### config.mk
export PLATFORM = sky130hd
export DESIGN_NAME = mp_uart_rx
export DESIGN_NICKNAME = d
export VERILOG_FILES = /design/src/rtl/mp_uart_rx_pkg.sv /design/src/rtl/rx_deglitch.sv /design/src/rtl/rx_frame.sv /design/src/rtl/rx_flags.sv /design/src/rtl/mp_uart_rx.sv
export SDC_FILE = /design/constraint.sdc
export NUM_CORES = 1
export LEC_CHECK = 0
export BUFFER_PORTS_ARGS = -buffer_cell sky130_fd_sc_hd__buf_4
export CAP_MARGIN = 40
export CORE_MARGIN = 5
export CORE_UTILIZATION = 55
export DETAILED_ROUTE_END_ITERATION = 10
export PLACE_DENSITY_LB_ADDON = 0.12
export SETUP_SLACK_MARGIN = 0.1
export SLEW_MARGIN = 15
export SYNTH_ARGS = -nofsm -noshare
export SYNTH_HDL_FRONTEND = slang
export SYNTH_SLANG_ARGS = --single-unit
### constraint.sdc
create_clock -name clk_i -period 2.42 [get_ports clk_i]
set_input_delay 0.363 -clock clk_i [delete_from_list [all_inputs] [get_ports clk_i]]
set_output_delay 0.363 -clock clk_i [all_outputs]
set_load 0.01 [all_outputs]
### src/rtl/mp_uart_rx_pkg.sv
`timescale 1ns/1ps
package mp_uart_rx_pkg;
  typedef enum logic [2:0] {
    ST_IDLE, ST_START, ST_DATA, ST_ADDR, ST_PAR, ST_STOP
  } rx_state_e;

  typedef struct packed {
    logic [7:0] data;
    logic       fe;
    logic       pe;
    logic       brk;
    logic       addr;
  } rx_frame_t;
endpackage

### src/rtl/rx_deglitch.sv
`timescale 1ns/1ps
module rx_deglitch #(
  parameter int GLITCH_CYC = 3
) (
  input  logic clk_i,
  input  logic rst_ni,
  input  logic rxd_i,
  output logic line_o
);
  localparam int CW = $clog2(GLITCH_CYC + 1);

  logic          s1_q, s2_q, filt_q;
  logic [CW-1:0] cnt_q;

  always_ff @(posedge clk_i or negedge rst_ni) begin
    if (!rst_ni) begin
      s1_q   <= 1'b1;
      s2_q   <= 1'b1;
      filt_q <= 1'b1;
      cnt_q  <= '0;
    end else begin
      s1_q <= rxd_i;
      s2_q <= s1_q;
      if (s2_q != filt_q) begin
        if (cnt_q == CW'(GLITCH_CYC - 1)) begin
          filt_q <= s2_q;
          cnt_q  <= '0;
        end else begin
          cnt_q <= cnt_q + 1'b1;
        end
      end else begin
        cnt_q <= '0;
      end
    end
  end

  assign line_o = filt_q;

  // filtered line only moves towards the synchronised level
  a_r2_flip_follows_sync: assert property (@(posedge clk_i) disable iff (!rst_ni)
    (filt_q != $past(filt_q)) |-> ($past(s2_q) == filt_q));
endmodule

### src/rtl/rx_frame.sv
`timescale 1ns/1ps
module rx_frame
  import mp_uart_rx_pkg::*;
#(
  parameter int OS_RATE   = 16,
  parameter int IDLE_BITS = 10
) (
  input  logic      clk_i,
  input  logic      rst_ni,
  input  logic      soft_rst_i,
  input  logic      tick_i,
  input  logic      line_i,
  input  logic      len8_i,
  input  logic      par_en_i,
  input  logic      par_even_i,
  input  logic      two_stop_i,
  input  logic      addr_mode_i,
  output logic      done_o,
  output rx_frame_t frame_o
);
  localparam int SCW        = $clog2(OS_RATE);
  localparam int MID        = OS_RATE / 2 - 1;
  localparam int LAST       = OS_RATE - 1;
  localparam int IDLE_TICKS = (IDLE_BITS + 1) * OS_RATE;
  localparam int ICW        = $clog2(IDLE_TICKS + 1);

  rx_state_e      st_q;
  logic [SCW-1:0] sc_q;
  logic [2:0]     bit_q;
  logic [7:0]     sh_q;
  logic           par_q, one_q, fe_q, stop2_q, addr_q;
  logic [ICW-1:0] idle_cnt_q;
  logic           idle_seen_q;
  logic           done_q;
  rx_frame_t      res_q;

  logic       sample;
  logic [2:0] last_bit;

  assign sample   = tick_i && (sc_q == SCW'(LAST));
  assign last_bit = len8_i ? 3'd7 : 3'd6;

  always_ff @(posedge clk_i or negedge rst_ni) begin
    if (!rst_ni) begin
      st_q        <= ST_IDLE;
      sc_q        <= '0;
      bit_q       <= '0;
      sh_q        <= '0;
      par_q       <= 1'b0;
      one_q       <= 1'b0;
      fe_q        <= 1'b0;
      stop2_q     <= 1'b0;
      addr_q      <= 1'b0;
      idle_cnt_q  <= '0;
      idle_seen_q <= 1'b0;
      done_q      <= 1'b0;
      res_q       <= '0;
    end else if (soft_rst_i) begin
      st_q        <= ST_IDLE;
      sc_q        <= '0;
      bit_q       <= '0;
      idle_cnt_q  <= '0;
      idle_seen_q <= 1'b0;
      done_q      <= 1'b0;
      res_q       <= '0;
    end else begin
      done_q <= 1'b0;
      // mark-time counter for idle-line addressing
      if (st_q == ST_IDLE && line_i) begin
        if (tick_i && !idle_seen_q) begin
          if (idle_cnt_q == ICW'(IDLE_TICKS - 1)) idle_seen_q <= 1'b1;
          idle_cnt_q <= idle_cnt_q + 1'b1;
        end
      end else begin
        idle_cnt_q <= '0;
      end

      if (st_q != ST_IDLE && st_q != ST_START && tick_i) sc_q <= sc_q + 1'b1;

      unique case (st_q)
        ST_IDLE: begin
          if (tick_i && !line_i) begin
            st_q <= ST_START;
            sc_q <= '0;
          end
        end
        ST_START: begin
          if (tick_i) begin
            if (sc_q == SCW'(MID)) begin
              sc_q <= '0;
              if (!line_i) begin
                st_q    <= ST_DATA;
                bit_q   <= '0;
                par_q   <= 1'b0;
                one_q   <= 1'b0;
                fe_q    <= 1'b0;
                stop2_q <= 1'b0;
                addr_q  <= 1'b0;
              end else begin
                st_q <= ST_IDLE;
              end
            end else begin
              sc_q <= sc_q + 1'b1;
            end
          end
        end
        ST_DATA: begin
          if (sample) begin
            sh_q  <= {line_i, sh_q[7:1]};
            par_q <= par_q ^ line_i;
            one_q <= one_q | line_i;
            bit_q <= bit_q + 1'b1;
            if (bit_q == last_bit)
              st_q <= addr_mode_i ? ST_ADDR : (par_en_i ? ST_PAR : ST_STOP);
          end
        end
        ST_ADDR: begin
          if (sample) begin
            addr_q <= line_i;
            par_q  <= par_q ^ line_i;
            one_q  <= one_q | line_i;
            st_q   <= par_en_i ? ST_PAR : ST_STOP;
          end
        end
        ST_PAR: begin
          if (sample) begin
            par_q <= par_q ^ line_i;
            one_q <= one_q | line_i;
            st_q  <= ST_STOP;
          end
        end
        ST_STOP: begin
          if (sample) begin
            one_q <= one_q | line_i;
            fe_q  <= fe_q | ~line_i;
            if (two_stop_i && !stop2_q) begin
              stop2_q <= 1'b1;
            end else begin
              st_q        <= ST_IDLE;
              done_q      <= 1'b1;
              idle_seen_q <= 1'b0;
              res_q.data  <= len8_i ? sh_q : {1'b0, sh_q[7:1]};
              res_q.fe    <= fe_q | ~line_i;
              res_q.pe    <= par_en_i && (par_q == par_even_i);
              res_q.brk   <= ~(one_q | line_i);
              res_q.addr  <= addr_mode_i ? addr_q : idle_seen_q;
            end
          end
        end
        default: st_q <= ST_IDLE;
      endcase
    end
  end

  assign done_o  = done_q;
  assign frame_o = res_q;

  a_r13_single_done: assert property (@(posedge clk_i) disable iff (!rst_ni)
    done_q |=> !done_q);

  a_r5_break_has_fe: assert property (@(posedge clk_i) disable iff (!rst_ni)
    (done_q && res_q.brk) |-> res_q.fe);
endmodule

### src/rtl/rx_flags.sv
`timescale 1ns/1ps
module rx_flags
  import mp_uart_rx_pkg::*;
(
  input  logic       clk_i,
  input  logic       rst_ni,
  input  logic       soft_rst_i,
  input  logic       done_i,
  input  rx_frame_t  frame_i,
  input  logic       wake_only_i,
  input  logic       err_keep_i,
  input  logic       rd_i,
  output logic [7:0] data_o,
  output logic       ready_o,
  output logic       fe_o,
  output logic       pe_o,
  output logic       oe_o,
  output logic       brk_o,
  output logic       wake_o
);
  logic [7:0] data_q;
  logic       ready_q, fe_q, pe_q, oe_q, brk_q, wake_q;
  logic       frm_err, load;

  assign frm_err = frame_i.fe | frame_i.pe | frame_i.brk;
  assign load    = done_i && (err_keep_i || !frm_err) && (!wake_only_i || frame_i.addr);

  always_ff @(posedge clk_i or negedge rst_ni) begin
    if (!rst_ni) begin
      data_q  <= '0;
      ready_q <= 1'b0;
      fe_q    <= 1'b0;
      pe_q    <= 1'b0;
      oe_q    <= 1'b0;
      brk_q   <= 1'b0;
      wake_q  <= 1'b0;
    end else if (soft_rst_i) begin
      data_q  <= '0;
      ready_q <= 1'b0;
      fe_q    <= 1'b0;
      pe_q    <= 1'b0;
      oe_q    <= 1'b0;
      brk_q   <= 1'b0;
      wake_q  <= 1'b0;
    end else begin
      fe_q    <= (fe_q  & ~rd_i) | (done_i & frame_i.fe);
      pe_q    <= (pe_q  & ~rd_i) | (done_i & frame_i.pe);
      brk_q   <= (brk_q & ~rd_i) | (done_i & frame_i.brk);
      oe_q    <= (oe_q  & ~rd_i) | (load & ready_q & ~rd_i);
      ready_q <= load | (ready_q & ~rd_i);
      wake_q  <= load ? frame_i.addr : (wake_q & ~rd_i);
      if (load) data_q <= frame_i.data;
    end
  end

  assign data_o  = data_q;
  assign ready_o = ready_q;
  assign fe_o    = fe_q;
  assign pe_o    = pe_q;
  assign oe_o    = oe_q;
  assign brk_o   = brk_q;
  assign wake_o  = wake_q;

  a_r6_overrun_on_unread: assert property (@(posedge clk_i) disable iff (!rst_ni)
    (load && ready_q && !rd_i && !soft_rst_i) |=> oe_q);

  a_r11_read_clears: assert property (@(posedge clk_i) disable iff (!rst_ni)
    (rd_i && !done_i) |=> (!ready_q && !fe_q && !pe_q && !oe_q && !brk_q && !wake_q));

  a_r9_data_not_flagged: assert property (@(posedge clk_i) disable iff (!rst_ni)
    (done_i && wake_only_i && !frame_i.addr && !ready_q) |=> !ready_q);

  a_r10_reject_keeps_buf: assert property (@(posedge clk_i) disable iff (!rst_ni)
    (done_i && !err_keep_i && frm_err && !soft_rst_i) |=> $stable(data_q));

  a_r12_soft_clear: assert property (@(posedge clk_i) disable iff (!rst_ni)
    soft_rst_i |=> (!ready_q && !fe_q && !pe_q && !oe_q && !brk_q && !wake_q && data_q == 8'h00));
endmodule

### src/rtl/mp_uart_rx.sv
`timescale 1ns/1ps
module mp_uart_rx
  import mp_uart_rx_pkg::*;
#(
  parameter int OS_RATE    = 16,
  parameter int GLITCH_CYC = 3,
  parameter int IDLE_BITS  = 10
) (
  input  logic       clk_i,
  input  logic       rst_ni,
  input  logic       soft_rst_i,
  input  logic       os_tick_i,
  input  logic       rxd_i,
  input  logic       len8_i,
  input  logic       par_en_i,
  input  logic       par_even_i,
  input  logic       two_stop_i,
  input  logic       addr_bit_mode_i,
  input  logic       wake_only_i,
  input  logic       err_keep_i,
  input  logic       rd_i,
  output logic [7:0] rx_data_o,
  output logic       rx_ready_o,
  output logic       fe_o,
  output logic       pe_o,
  output logic       oe_o,
  output logic       brk_o,
  output logic       rx_err_o,
  output logic       wake_o
);
  logic      line;
  logic      done;
  rx_frame_t frame;

  rx_deglitch #(.GLITCH_CYC(GLITCH_CYC)) u_deglitch (
    .clk_i  (clk_i),
    .rst_ni (rst_ni),
    .rxd_i  (rxd_i),
    .line_o (line)
  );

  rx_frame #(.OS_RATE(OS_RATE), .IDLE_BITS(IDLE_BITS)) u_frame (
    .clk_i       (clk_i),
    .rst_ni      (rst_ni),
    .soft_rst_i  (soft_rst_i),
    .tick_i      (os_tick_i),
    .line_i      (line),
    .len8_i      (len8_i),
    .par_en_i    (par_en_i),
    .par_even_i  (par_even_i),
    .two_stop_i  (two_stop_i),
    .addr_mode_i (addr_bit_mode_i),
    .done_o      (done),
    .frame_o     (frame)
  );

  rx_flags u_flags (
    .clk_i       (clk_i),
    .rst_ni      (rst_ni),
    .soft_rst_i  (soft_rst_i),
    .done_i      (done),
    .frame_i     (frame),
    .wake_only_i (wake_only_i),
    .err_keep_i  (err_keep_i),
    .rd_i        (rd_i),
    .data_o      (rx_data_o),
    .ready_o     (rx_ready_o),
    .fe_o        (fe_o),
    .pe_o        (pe_o),
    .oe_o        (oe_o),
    .brk_o       (brk_o),
    .wake_o      (wake_o)
  );

  assign rx_err_o = fe_o | pe_o | oe_o | brk_o;
endmodule

==> results of run 1 <==
==> per-stage QoR <==
| stage | util [%] | instance area, um^2 | worst slack [ns] | std cells | hold WS (ns) |
|---|---|---|---|---|---|
| detailed placement | 61.5 | 3410 | 0.489 | 401 | 0.347 |
| CTS | 64.8 | 3590 | 0.476 | 417 | 0.125 |
| finish | 64.8 | 3590 | 0.465 | 417 | 0.104 |
| global route | 64.8 | 3590 | 0.285 | 417 | 0.115 |
| global placement | 61.5 | 3410 | 0.511 | 401 | 0.346 |
| floorplan | - | 3170 | 0.747 | 316 | 0.0674 |
==> worst register-to-register path: cells and delay by family (launching register included) <==
kind                     cells  cell delay, ns
AND/OR/NAND/NOR              3            0.89
flip-flops                   1            0.39
AO/OA/AOI/OAI                1            0.27
adder cells (fa/ha/maj)      1            0.26
==> metal layers <==
layer,share of wire (%),GRT usage [%],up-vias,routed length (um)
met4,1.8,8.49,0,119
met3,5.5,3.65,11,356
met5,0,0,-,0
met2,46,29.8,62,3020
met1,46,25.2,1132,3030
li1,-,-,1168,-
==> flip-flops by register name, summed over array words and instances (netlist names), 2 cells and up <==
name,flops
u_deglitch.cnt_q,2
u_frame.sc_q,4
u_frame.sh_q,8
u_frame.bit_q,3
u_frame.frame_o,12
u_flags.data_o,8
u_frame.st_q,3
u_frame.idle_cnt_q,8
==> synthesized netlist by cell type, types with 6 or more instances <==
library cell / number
o21ai_0: 7
nor2_1: 48
nor2b_1: 6
nand2b_1: 9
clkbuf_1: 9
a21oi_1: 27
nor3_1: 10
nand4_1: 7
buf_2: 7
mux2i_1: 18
nand2_1: 17
xor2_1: 6
nand3_1: 10
inv_1: 6
mux2_2: 9
dfrtp_1: 61
==> layout make-up <==
class,instances,share of cell area [%]
Timing Repair Buffer,30,6.27
Tap cell,72,2.51
Clock buffer,12,4.32
Sequential cell,64,44.7
Inverter,6,0.627
Multi-Input combinational cell,229,40.8
Clock inverter,4,0.801
==> cell families (layout without fill, tap and decap cells) <==
family,count (synthesis),in the layout,synth area share [%]
and+or+nand+nor,126,126,20.0
adders and majority gates,5,5,1.97
xor gates and xnor gates,11,11,3.04
muxes,27,27,8.87
DFF,64,64,50.6
buffers and inverters,23,52,3.23
AOI/OAI and AO/OA,60,60,12.3
==> path summary, 6_finish.rpt <==
check,cells after the start,end,startpoint
setup / recovery,5,u_frame.frame_o[4],u_frame.sc_q[0]
hold / removal,1,u_frame.st_q[1],rst_ni
setup reg to reg,5,u_frame.frame_o[4],u_frame.sc_q[0]
hold reg to reg,0,u_deglitch.s2_q,u_deglitch.s1_q
max in group asynchronous,1,u_frame.idle_cnt_q[2],rst_ni
min in group clk_i,1,u_deglitch.s1_q,rxd_i
==> power by group <==
group          total, mW  switching [mW]  leakage [nW]  internal, mW
logic              0.453           0.263         0.705         0.190
clock network      0.837           0.409        0.0886         0.428
registers           1.22           0.101         0.880          1.12
total               2.51           0.773          1.67          1.74
==> impl_metrics.py, run 1 <==
metrics = {
    "status": {
        "status": "finished, final reports clean",
    },
    "layout": {
        "final_common_cell": "dfrtp_1",
        "nNetsFinal": 358,
        "regArea_um2": 1610,
        "antenna_cells": 0,
        "area_growth_pct": 13.2,
        "final_cell_mix": "61 x dfrtp_1, 48 x nor2_1, 30 x buf_4",
        "n_fill_cell": 488,
        "drive_above_1_share_pct": 18.0,
        "multi_input_area_um2": 1470,
    },
    "worst_setup_path": {
        "crit_buf_inv": 0,
        "reg2reg_slack_ns": 0.47,
        "critPathMaxStageDelay_ns": 0.42,
        "cp_data_required_time_ns": 2.61,
        "crit_type": "register to register",
        "crit_family": "simple AND/OR/NAND/NOR gates",
        "cpMaxStageDelayCell": "and4_1",
        "arrival_ns": 2.15,
        "cp-start-kind": "register",
        "crit_chain": "ha_1, and4_1, nand4_1, a21oi_1, nor2_1",
        "endpoint_kind": "register",
        "cp_max_fo": 9,
    },
    "timing": {
        "setup_viol": 0,
        "finalMaxSlewViolations": 0,
        "tightestPinTransition_ns": 0.773,
        "max_freq_mhz": 512,
        "fin_crit_ns": 1.95,
        "maxSlewHeadroom_pct": 48.0,
        "hold_viol": 0,
        "fin_crit_sh_pct": 80.8,
        "worst_clock_skew_ns": 0.0112,
        "rsz0062_at_grt": "false",
        "setup_tns_ns": 0,
    },
    "route": {
        "drtIter0Drc": 227,
        "route.detailed.drc": 0,
        "firstDrtPassIters": 4,
        "vias": 2373,
        "ant_nets": 0,
        "wl_per_cell_um": 15.6,
        "avgViaCountPerCell": 5.69,
        "wirelength_mm": 6.52,
    },
    "floorplanning": {
        "fp.dieW_um": 86.0,
        "start_util_pct": 57.3,
        "ios": 28,
        "core-area_um2": 5540,
        "dieArea_um2": 7390,
        "die_h_um": 86.0,
        "rows": 27,
    },
    "global_route": {
        "grt_pass1_vias": 2362,
        "grt_first_pass_wirelength_mm": 11.1,
        "grt_max_degree": 65,
        "antenna_found_initial": 0,
        "grtUsageTotal_pct": 18.9,
        "grt.overflow.total": 0,
    },
    "clock_network": {
        "cts.sinks": 64,
        "postCtsSetupBuffers": 0,
        "clk_pin_slew_worst_paths_ns": 0.08,
        "clock_latency_ns": 0.33,
        "cts-buffers-inserted": 9,
        "holdBufCountCts": 0,
        "cts_tree": "done",
        "h-tree-depth": 3,
        "clockRootBuffer": "clkbuf_8",
        "post_cts_resized": 0,
        "clockBufferDepth": 2,
    },
    "synth": {
        "synth-seq-cells": 64,
        "synth.distinct_cells": 47,
        "synth_area_leaders": "dfrtp_1 48%, mux2i_1 5.7%, nor2_1 5.7%",
        "synth_top_cell_area_share_pct": 48.1,
        "syn_inst": 316,
        "synth_area_um2": 3170,
        "ys_async_sr_fraction_pct": 100,
        "syn_avg_cell_area_um2": 10.0,
        "synth_flop_cell": "dfrtp_1",
        "yosysTopAreaCell": "dfrtp_1",
        "synth_edf_count": 0,
        "ys.warnings.count": 0,
        "syn_nets": 334,
        "yosysSeqAreaShare_pct": 50.6,
    },
    "flow_run": {
        "cap_violations": 0,
    },
    "placement": {
        "dp_hpwl_mm": 4.39,
        "gp_congestion": 0.935,
        "numPortBuffers": 27,
    },
    "power_and_ir_drop": {
        "peakVddDrop_mv": 0.522,
        "p_leak_nw": 1.67,
        "cellPowerDensity_nw_per_um2": 700,
        "total_power_mw": 2.51,
    },
    "hold_path": {
        "hold_class": "input pin to async pin",
    },
}
No activity file was read; power rests on OpenSTA's default activity.
==> inputs of run 2 (changes only) <==
==> constraint.sdc (replaced) <==
create_clock -name clk_i -period 1.8 [get_ports clk_i]
set_input_delay 0.27 -clock clk_i [delete_from_list [all_inputs] [get_ports clk_i]]
set_output_delay 0.27 -clock clk_i [all_outputs]
set_load 0.01 [all_outputs]
==> run 2 against run 1 <==
Worst hold slack worse by 0.064 ns. Design area up 9.8%. Sequential share of layout area fell by 3.9 points. Non-clock buffer count is 33 higher. Critical path depth shrank 1. Die area stayed put. Sequential power is 30% higher. First-iteration DRC count grew 11%. Critical path type unchanged. Largest cell class unchanged. Largest power group unchanged.
==> impl_metrics.py, run 2 (same netlist as run 1, synthesis figures left out) <==
metrics = {
    "status": {
        "status": "finished, final reports clean",
    },
    "clock_network": {
        "cts.sinks": 64,
        "clockRootBuffer": "clkbuf_8",
        "clock_latency_ns": 0.34,
        "cts-buffers-inserted": 9,
        "cts_tree": "done",
        "clockBufferDepth": 2,
        "h-tree-depth": 3,
        "clk_pin_slew_worst_paths_ns": 0.07,
    },
    "timing": {
        "max_freq_mhz": 591,
        "setup_tns_ns": 0,
        "finalMaxSlewViolations": 0,
        "maxSlewHeadroom_pct": 70.9,
        "fin_crit_sh_pct": 93.9,
        "fin_crit_ns": 1.69,
        "hold_viol": 0,
        "rsz0062_at_grt": "true",
        "setup_viol": 0,
        "tightestPinTransition_ns": 0.436,
        "worst_clock_skew_ns": 0.00670,
    },
    "route": {
        "ant_nets": 0,
        "firstDrtPassIters": 4,
        "drtIter0Drc": 252,
        "avgViaCountPerCell": 5.67,
        "wl_per_cell_um": 15.6,
        "vias": 2548,
        "route.detailed.drc": 0,
        "wirelength_mm": 7.03,
    },
    "layout": {
        "nNetsFinal": 391,
        "area_growth_pct": 24.3,
        "design_area_um2": 3940,
        "largest_reg_flops": 12,
        "final_cell_mix": "59 x buf_4, 59 x dfrtp_1, 46 x nor2_1",
        "multi_input_area_um2": 1510,
        "n_fill_cell": 445,
        "drive_above_1_share_pct": 28.4,
        "antenna_cells": 0,
        "regArea_um2": 1610,
        "final_cells": 449,
    },
    "global_route": {
        "grt_first_pass_wirelength_mm": 11.6,
        "grtUsageTotal_pct": 19.9,
        "antenna_found_initial": 0,
        "grt.overflow.total": 0,
        "grt_max_degree": 34,
        "grt_pass1_vias": 2449,
    },
    "flow_run": {
        "cap_violations": 0,
    },
    "worst_setup_path": {
        "endpoint_kind": "register",
        "critPathMaxStageDelay_ns": 0.55,
        "cp_data_required_time_ns": 2.02,
        "arrival_ns": 1.91,
        "cp_max_fo": 5,
        "crit_type": "register to register",
        "crit_buf_inv": 0,
        "cp-start-kind": "register",
        "cpMaxStageDelayCell": "or4b_4",
        "crit_family": "simple AND/OR/NAND/NOR gates",
        "crit_chain": "or4b_4, a211oi_4, mux2i_1, nor2_1",
    },
    "floorplanning": {
        "rows": 27,
        "die_h_um": 86.0,
        "start_util_pct": 57.3,
        "dieArea_um2": 7390,
        "core-area_um2": 5540,
        "fp.dieW_um": 86.0,
        "ios": 28,
    },
    "power_and_ir_drop": {
        "peakVddDrop_mv": 0.882,
        "cellPowerDensity_nw_per_um2": 958,
        "p_leak_nw": 1.87,
    },
    "placement": {
        "numPortBuffers": 27,
        "gp_congestion": 0.935,
        "dp_cells": 423,
        "dp_hpwl_mm": 4.76,
        "place_area_um2": 3600,
    },
    "hold_path": {
        "hold_class": "input pin to register",
    },
}
==> run 2: cell count changes in the layout (fill, tap and decap cells not counted), sizes merged <==
cell         before  now
inv               6    7
dlygate4sd3       0    1
buf              30   62
clkinv            2    3
clkinvlp          2    0
bufinv            0    2
clkbuf           12    9
==> run 2: worst paths after layout <==
check	startpoint	end	slack, ns	cells past startpoint
min in group asynchronous	rst_ni	u_frame.sc_q[3]	0.41	2
max in group asynchronous	rst_ni	u_frame.st_q[0]	0.87	3
min reg2reg	u_deglitch.s1_q	u_deglitch.s2_q	0.36	0
max	u_frame.st_q[1]	u_frame.bit_q[0]	0.11	4
max reg2reg	u_frame.st_q[1]	u_frame.bit_q[0]	0.11	4
min	rxd_i	u_deglitch.s1_q	0.04	1
==> run 2: what timing repair did <==
action	CTS	global route
setup endpoints to repair	10	31
hold buffers	1	0
hold endpoints to repair	29	0
setup buffers	2	8
cloned	0	0
gates resized for setup	4	14
pin swaps	1	4
==> run 2: final cells by class <==
class                      instances  share of cell area, %
sequential                        64                   40.8
clock inverter                     6                   2.13
tap                               72                   2.28
multi-input combinational        229                   38.3
inverter                           6                  0.571
clock buffer                       9                   3.14
timing repair buffer              63                   12.8
==> run 2: where the power goes <==
part	internal (mW)	switching, mW	total, mW
Sequential	1.51	0.0648	1.58
Combinational	0.389	0.499	0.888
Clock	0.769	0.546	1.31
Total	2.67	1.11	3.78
==> run 2: metrics by stage <==
step           power [mW]  hold WS (ns)  utilization, %  setup slack (ns)
2_1_floorplan        2.10       -0.0256               -             0.127
3_3_place_gp         2.38         0.239            65.0            0.0897
3_5_place_dp         2.39         0.238            65.0            0.0611
4_1_cts              3.72        0.0268            69.3             0.110
5_1_grt              3.98        0.0288            71.2            0.0328
6_report             3.78        0.0400            71.2             0.109
==> run 2: per-layer routing <==
metal  wire (um)  share of wire [%]  GRT usage [%]  vias up
li1            -                  -              -     1227
met1        3230                 46           27.3     1232
met2        3230                 46           30.1       76
met3         418                6.0           4.61       13
met4         144                2.0           8.92        0
met5           0                  0              0        -
